[config.mk]
export PLATFORM = sky130hd
export DESIGN_NAME = restoring_div
export DESIGN_NICKNAME = d
export VERILOG_FILES = /design/src/rtl/div_pkg.sv /design/src/rtl/div_step.sv /design/src/rtl/div_ctrl.sv /design/src/rtl/restoring_div.sv
export SDC_FILE = /design/constraint.sdc
export NUM_CORES = 1
export LEC_CHECK = 0
export CORE_MARGIN = 2
export CORE_UTILIZATION = 50
export CTS_CLUSTER_DIAMETER = 30
export DETAILED_ROUTE_END_ITERATION = 10
export DONT_BUFFER_PORTS = 1
export PLACE_DENSITY = 0.64
export SLEW_MARGIN = 20
export SYNTH_ARGS = -nofsm -noshare
export SYNTH_HDL_FRONTEND = slang
export SYNTH_SLANG_ARGS = --single-unit
export TNS_END_PERCENT = 100
[constraint.sdc]
create_clock -name clk -period 5 [get_ports clk]
set_input_delay 0.5 -clock clk [delete_from_list [all_inputs] [get_ports clk]]
set_output_delay 0.5 -clock clk [all_outputs]
set_load 0.01 [all_outputs]
[src/rtl/div_pkg.sv]
package div_pkg;
  typedef enum logic {
    MODE_INT  = 1'b0,
    MODE_FRAC = 1'b1
  } div_mode_e;
endpackage

[src/rtl/div_step.sv]
// One restoring iteration: shift in the next bit, trial-subtract, keep or restore.
module div_step #(
  parameter int W = 6
) (
  input  logic [W-1:0] part_in,
  input  logic         next_bit,
  input  logic [W-1:0] dvs,
  output logic [W-1:0] part_out,
  output logic         q_bit
);
  localparam int WX = W + 1;

  logic [WX-1:0] shifted;
  logic [WX-1:0] trial;

  always_comb begin
    shifted  = {part_in, next_bit};
    trial    = shifted - {1'b0, dvs};
    q_bit    = (shifted >= {1'b0, dvs});
    part_out = q_bit ? trial[W-1:0] : shifted[W-1:0];
  end
endmodule

[src/rtl/div_ctrl.sv]
// Sequencer: accepts start while idle, counts W iterations, pulses done.
module div_ctrl #(
  parameter int W = 6
) (
  input  logic clk,
  input  logic rst,
  input  logic start,
  input  logic reject,
  output logic load,
  output logic step,
  output logic busy,
  output logic done
);
  localparam int CW = $clog2(W + 1);

  logic [CW-1:0] iter_q;
  logic          busy_q;
  logic          done_q;
  logic          last;

  assign load = start & ~busy_q;
  assign step = busy_q;
  assign last = busy_q && (iter_q == CW'(W - 1));
  assign busy = busy_q;
  assign done = done_q;

  always_ff @(posedge clk) begin
    if (rst) begin
      busy_q <= 1'b0;
      iter_q <= '0;
      done_q <= 1'b0;
    end else begin
      done_q <= (load & reject) | last;
      if (load && !reject) begin
        busy_q <= 1'b1;
        iter_q <= '0;
      end else if (busy_q) begin
        iter_q <= iter_q + 1'b1;
        if (last) busy_q <= 1'b0;
      end
    end
  end

  // done never overlaps an iteration cycle
  a_r6_done_not_busy: assert property (@(posedge clk) disable iff (rst)
    done_q |-> !busy_q);

  // the iteration counter stays within W steps while busy
  a_r6_count_bound: assert property (@(posedge clk) disable iff (rst)
    busy_q |-> (iter_q < CW'(W)));
endmodule

[src/rtl/restoring_div.sv]
module restoring_div
  import div_pkg::*;
#(
  parameter int W = 6
) (
  input  logic         clk,
  input  logic         rst,
  input  logic         start,
  input  logic         frac_mode,
  input  logic [W-1:0] dividend,
  input  logic [W-1:0] divisor,
  output logic         busy,
  output logic         done,
  output logic         overflow,
  output logic [W-1:0] quotient,
  output logic [W-1:0] remainder
);
  logic [W-1:0] hi_q, lo_q, quo_q, dvs_q;
  logic         ovf_q;
  logic         load, step, reject;
  logic [W-1:0] hi_next;
  logic         q_bit;
  div_mode_e    mode;

  assign mode   = div_mode_e'(frac_mode);
  assign reject = (divisor == '0) || ((mode == MODE_FRAC) && (dividend >= divisor));

  div_ctrl #(.W(W)) i_ctrl (
    .clk    (clk),
    .rst    (rst),
    .start  (start),
    .reject (reject),
    .load   (load),
    .step   (step),
    .busy   (busy),
    .done   (done)
  );

  div_step #(.W(W)) i_step (
    .part_in  (hi_q),
    .next_bit (lo_q[W-1]),
    .dvs      (dvs_q),
    .part_out (hi_next),
    .q_bit    (q_bit)
  );

  always_ff @(posedge clk) begin
    if (rst) begin
      hi_q  <= '0;
      lo_q  <= '0;
      quo_q <= '0;
      dvs_q <= '0;
      ovf_q <= 1'b0;
    end else if (load) begin
      quo_q <= '0;
      dvs_q <= divisor;
      ovf_q <= reject;
      if (reject) begin
        hi_q <= '0;
        lo_q <= '0;
      end else if (mode == MODE_FRAC) begin
        hi_q <= dividend;
        lo_q <= '0;
      end else begin
        hi_q <= '0;
        lo_q <= dividend;
      end
    end else if (step) begin
      hi_q  <= hi_next;
      lo_q  <= lo_q << 1;
      quo_q <= {quo_q[W-2:0], q_bit};
    end
  end

  assign quotient  = quo_q;
  assign remainder = hi_q;
  assign overflow  = ovf_q;

  // the partial remainder entering each step is below the divisor
  a_r3_part_below_divisor: assert property (@(posedge clk) disable iff (rst)
    busy |-> (hi_q < dvs_q));

  // an overflowed operation never iterates
  a_r5_no_busy_on_overflow: assert property (@(posedge clk) disable iff (rst)
    overflow |-> !busy);

  // overflow appears together with done
  a_r4_overflow_with_done: assert property (@(posedge clk) disable iff (rst)
    $rose(overflow) |-> done);

  // a start while busy leaves the captured divisor unchanged
  a_r7_start_ignored: assert property (@(posedge clk) disable iff (rst)
    (busy && start) |=> $stable(dvs_q));
endmodule

[After elaboration in Yosys (flattened, before gate mapping)]
Index checks and enable logic that the tools add are counted.
Word-level totals
  flip-flop bits (word level): 30
  logic and storage cells: 38
Cells by class
  add/sub/neg operators: 2
  order comparisons: 2
  equality and inequality tests: 1
  mux-type cells: 12
  bitwise logic cells: 4
  reduce and logical (&&, ||, !) cells: 9
Operators with widths (number)
  6-bit two-way mux: 9
  7-bit by 6-bit >= comparator with 1-bit output: 1
  6-bit >= comparator: 1
  6-bit zero test: 1
  6-bit subtractor: 1
  2-bit OR reduction: 2
  3-bit by 1-bit adder with 3-bit output, second input constant: 1
  3-bit == test, second input constant: 1
  1-bit logical AND: 3
  1-bit two-way mux: 3
  1-bit AND: 2
  2-bit nonzero test: 1
  1-bit zero test: 1
  1-bit logical OR: 1
  1-bit inverter: 1
  1-bit bitwise OR: 1

[Longest topological paths before layout]
  word-level depth: 6
  gate-level depth with buffers: 8
  depth with buffers taken out: 8

[Hierarchy]
A second synthesis with hierarchy kept.
Unflattened totals
  cells, all modules: 209
  area total of the unflattened synthesis: 1864.3 um2
Modules (own cells, without submodules)
  restoring_div: times used 1, cells each 137, area each 1238.7 um2, sequential area each 500.5 um2
  div_step: times used 1, cells each 45, area each 381.6 um2, sequential area each 0.0 um2
  div_ctrl: times used 1, cells each 27, area each 244.0 um2, sequential area each 100.1 um2

[Worst setup path after synthesis]
No wires, ideal clock.
  path kind: input port to flip-flop
  from: input dividend[0]
  to: register hi_q[4] (netlist: remainder[4])
  setup time: 0.095 ns
  arrival: 1.897 ns
  slack: 3.008 ns
  stages: 7
  path through: inv_1 > ha_1 > nor3b_1 > o21ai_1 > a2111oi_4 > nand3_1 > a221oi_1
On the way
  cells in the longest elaborated chain, start to end: 5
Ends and longest elaborated chain
  start, declared: RTL line restoring_div.sv:10  | input logic [W-1:0] dividend,
  6-bit >= comparator: RTL line restoring_div.sv:26  | assign reject = (divisor == '0) || ((mode == MODE_FRAC) && (dividend >= divisor));
  1-bit logical AND: RTL line restoring_div.sv:26
  1-bit logical OR: RTL line restoring_div.sv:26
  6-bit two-way mux: RTL line restoring_div.sv:58  | if (reject) begin
  6-bit two-way mux: RTL line restoring_div.sv:54  | end else if (load) begin
  end signal, assigned: RTL line restoring_div.sv:62  | hi_q <= dividend;
  end signal, assigned: RTL line restoring_div.sv:69  | hi_q <= hi_next;
  end, declared: RTL line restoring_div.sv:18  | logic [W-1:0] hi_q, lo_q, quo_q, dvs_q;
Every way passes these cells.
A chain may end at the register's enable or synchronous reset.

[Final worst setup path]
  from: register i_ctrl.busy_q (netlist: i_ctrl.busy)
  to: register lo_q[5]
On the way
  cells in the longest elaborated chain, start to end: 3
Ends and longest elaborated chain
  start, declared: RTL line div_ctrl.sv:17  | logic busy_q;
  start signal, assigned: RTL line div_ctrl.sv:29  | busy_q <= 1'b0;
  start signal, assigned: RTL line div_ctrl.sv:35  | busy_q <= 1'b1;
  start signal, assigned: RTL line div_ctrl.sv:39  | if (last) busy_q <= 1'b0;
  1-bit inverter: RTL line div_ctrl.sv:21  | assign load = start & ~busy_q;
  1-bit AND: RTL line div_ctrl.sv:21
  6-bit two-way mux / 2-bit nonzero test (equally long branches)
  end signal, assigned: RTL line restoring_div.sv:66  | lo_q <= dividend;
  end signal, assigned: RTL line restoring_div.sv:70  | lo_q <= lo_q << 1;
  end, declared: RTL line restoring_div.sv:18
Several ways; a longest one is shown, not always the timed one.

==> impl_metrics.env <==
export IMPL_status="finished, final reports clean"
export IMPL_ant_nets=0
export IMPL_drc=0
export IMPL_cts_hold_fix_buffers=0
export IMPL_place_congestion=0.858
export IMPL_cp_start_kind="flip-flop"
export IMPL_p_per_area_nw_per_um2=335
export IMPL_ys_async_sr_fraction_pct=0
export IMPL_whs_ns=0.282
export IMPL_wire_per_inst_um=15.5
export IMPL_yosys_area_top_type_share_pct=32.3
export IMPL_use_met3_pct=7.64
export IMPL_placementRows=22
export IMPL_clock_path_buffers=2
export IMPL_io_pins=31
export IMPL_nFillCells=358
export IMPL_grt_setup_unrepaired="false"
export IMPL_portBuffers=0
export IMPL_synth_cells=232
export IMPL_dpl_instance_area_um2=1870
export IMPL_layout_nets=259
export IMPL_drive_gt1_share_pct=6.99
export IMPL_timing_critical_path_to_type="flip-flop"
export IMPL_synth_edff_count=0
export IMPL_clk_latency_ns=0.28
export IMPL_grt_overflow=0
export IMPL_grt_busiest_layer="met2"
export IMPL_die_area_um2=4220
export IMPL_finalSetupViolCount=0
export IMPL_start_util_pct=51.5
export IMPL_yosys_area_top_type="dfxtp_1"
export IMPL_dpl_hpwl_um=3260
export IMPL_max_freq_ghz=0.405
export IMPL_clk_pin_slew_ns=0.07
export IMPL_avgSynthCellArea_um2=8.01
export IMPL_die_height_um=65.0
export IMPL_slew_headroom_pct=33.3
export IMPL_crit_arrival_ns=2.65
export IMPL_grt_pass1_wl_um=7390
export IMPL_syn_nets=263
export IMPL_hold_violations=0
export IMPL_critPathKind="flip-flop to flip-flop"
export IMPL_design_area_um2=1960
export IMPL_drv_cap=0
export IMPL_drt_iter0_drc=105
export IMPL_grt_usage_pct=23.1
export IMPL_clkSinkCount=30
export IMPL_finalSetupTns_ns=0
export IMPL_min_period_ns=2.47
export IMPL_synth_ff_type="dfxtp_1"
export IMPL_core_um2=3610
export IMPL_cts_buffers=5
export IMPL_cts_root_buf="clkbuf_8"
export IMPL_htreeDepth=2
export IMPL_grt_max_degree=31
export IMPL_tightest_slew_ns=1.00
export IMPL_hold_class="input pin to flip-flop"
export IMPL_seq_area_um2=601
export IMPL_via_per_inst=5.82
export IMPL_antenna_found_initial=0
export IMPL_yosysSeqAreaShare_pct=32.3
export IMPL_crit_fanout=26
export IMPL_dieWidth_um=65.0
export IMPL_yosysUniqueCellTypes=47
export IMPL_finalCritPeriodShare_pct=49.3
export IMPL_multi_input_area_um2=1120
export IMPL_utilization_pct=54.4
export IMPL_yosysWarnings=0
export IMPL_cts_resized_gates=0
export IMPL_power_w=0.000658
export IMPL_syn2layout_area_growth_pct=5.59
export IMPL_required_ns=5.18
export IMPL_fin_skew_ns=0.0102
export IMPL_grt_pass1_vias=1534
export IMPL_cts_post_setup_buffers_inserted=0
export IMPL_ys_ff_latch=30
export IMPL_synthTopCellsByArea="dfxtp_1 32%, ha_1 9.4%, a21oi_1 7.3%"
export IMPL_vias=1611
export IMPL_p_leak_nw=0.795
export IMPL_antenna_cells=0
export IMPL_slew_viol_final=0
export IMPL_first_pass_iters=4
export IMPL_ir_drop_mv=0.131
export IMPL_use_met2_pct=35.4
export IMPL_finalWirelength_um=4290
export IMPL_syn_area_um2=1860
export IMPL_cts_tree="built"
export IMPL_use_met1_pct=30.0
cell type report:
cell class / instances / share of cell area (%)
multi-input combinational: 168 / 57.1
tap: 48 / 3.06
clock inverter: 2 / 0.638
sequential: 30 / 30.6
clock buffer: 6 / 4.21
inverter: 23 / 4.40
critical path: stages (launching register included):
cell and delay (ns):
dfxtp_1 0.64, inv_1 0.53, nand2_2 0.23, nor3_1 0.58
a21oi_1 0.15, a211oi_1 0.24
synth_stat cells (3+ instances only):
cell type and n:
dfxtp_1 30, nand2_1 29, a21oi_1 27, inv_1 23, nor2_1 20, ha_1 14, nand3_1 7, a211oi_1 6
and3_1 6, nand2b_1 6, o21ai_0 6, clkbuf_1 5, buf_1 3, mux2i_1 3, nor2b_1 3, nor3_1 3
xor2_1 3
per-layer routing:
metal  wire, um  vias to the layer above
li1           -                      802
met1       1950                      747
met3        294                        8
met4         65                        0
met2       1980                       54
met5          0                        -
worst paths after layout:
| kind | from | end | depth (start not counted) | slack [ns] |
|---|---|---|---|---|
| max | i_ctrl.busy$_SDFF_PP0_ | lo_q[5]$_SDFFE_PP0P_ | 5 | 2.53 |
| min | rst | quotient[3]$_SDFFE_PP0P_ | 1 | 0.28 |
| max reg2reg | i_ctrl.busy$_SDFF_PP0_ | lo_q[5]$_SDFFE_PP0P_ | 5 | 2.53 |
| min reg2reg | dvs_q[2]$_SDFFE_PP0P_ | dvs_q[2]$_SDFFE_PP0P_ | 2 | 0.45 |
cell usage in the layout (no fill, tap or decap), types with 2 or more instances in the layout:
| cell | count |
|---|---|
| mux2_2 | 2 |
| a211oi_1 | 6 |
| and2_1 | 2 |
| ha_1 | 14 |
| a221oi_1 | 2 |
| a31oi_1 | 2 |
| a21oi_1 | 27 |
| nand3_1 | 7 |
| nand2b_1 | 6 |
| mux2i_1 | 3 |
| and3_1 | 6 |
| nor4_1 | 2 |
| nor2_1 | 20 |
| nor2b_1 | 3 |
| nand2_1 | 29 |
| xor2_1 | 3 |
| o2111ai_1 | 2 |
| o31ai_1 | 2 |
| nor3b_1 | 2 |
| clkbuf_8 | 6 |
| inv_1 | 23 |
| o21ai_0 | 6 |
| nor3_1 | 3 |
| dfxtp_1 | 30 |
metrics by stage:
step	instances	setup WS (ns)
after global placement	269	2.67
after CTS	277	2.54
after floorplan	232	3.01
after detailed placement	269	2.55
final	277	2.53
after global routing	277	2.20
logic make-up (layout without fill, tap and decap cells):
| family | after synthesis | count (layout) | synth area share, % |
|---|---|---|---|
| compound gates | 62 | 62 | 24.4 |
| flops | 30 | 30 | 32.3 |
| mux | 5 | 5 | 2.83 |
| fa+ha+maj | 15 | 15 | 10.5 |
| buf+inv | 34 | 31 | 7.41 |
| simple gates | 83 | 83 | 21.1 |
| xor+xnor | 3 | 3 | 1.41 |
state kept, by name (all words and copies together), names as in the netlist:
name           cells
quotient           6
lo_q               6
i_ctrl.busy        1
remainder          6
overflow           1
i_ctrl.done        1
i_ctrl.iter_q      3
dvs_q              6
where the power goes:
| part | switching, W | total, W | internal, W |
|---|---|---|---|
| clock network | 0.0000907 | 0.000201 | 0.000110 |
| logic | 0.000102 | 0.000176 | 0.0000738 |
| registers | 0.0000245 | 0.000281 | 0.000256 |
| total | 0.000217 | 0.000658 | 0.000440 |
Note: power is estimated with default switching activity, not from simulation.
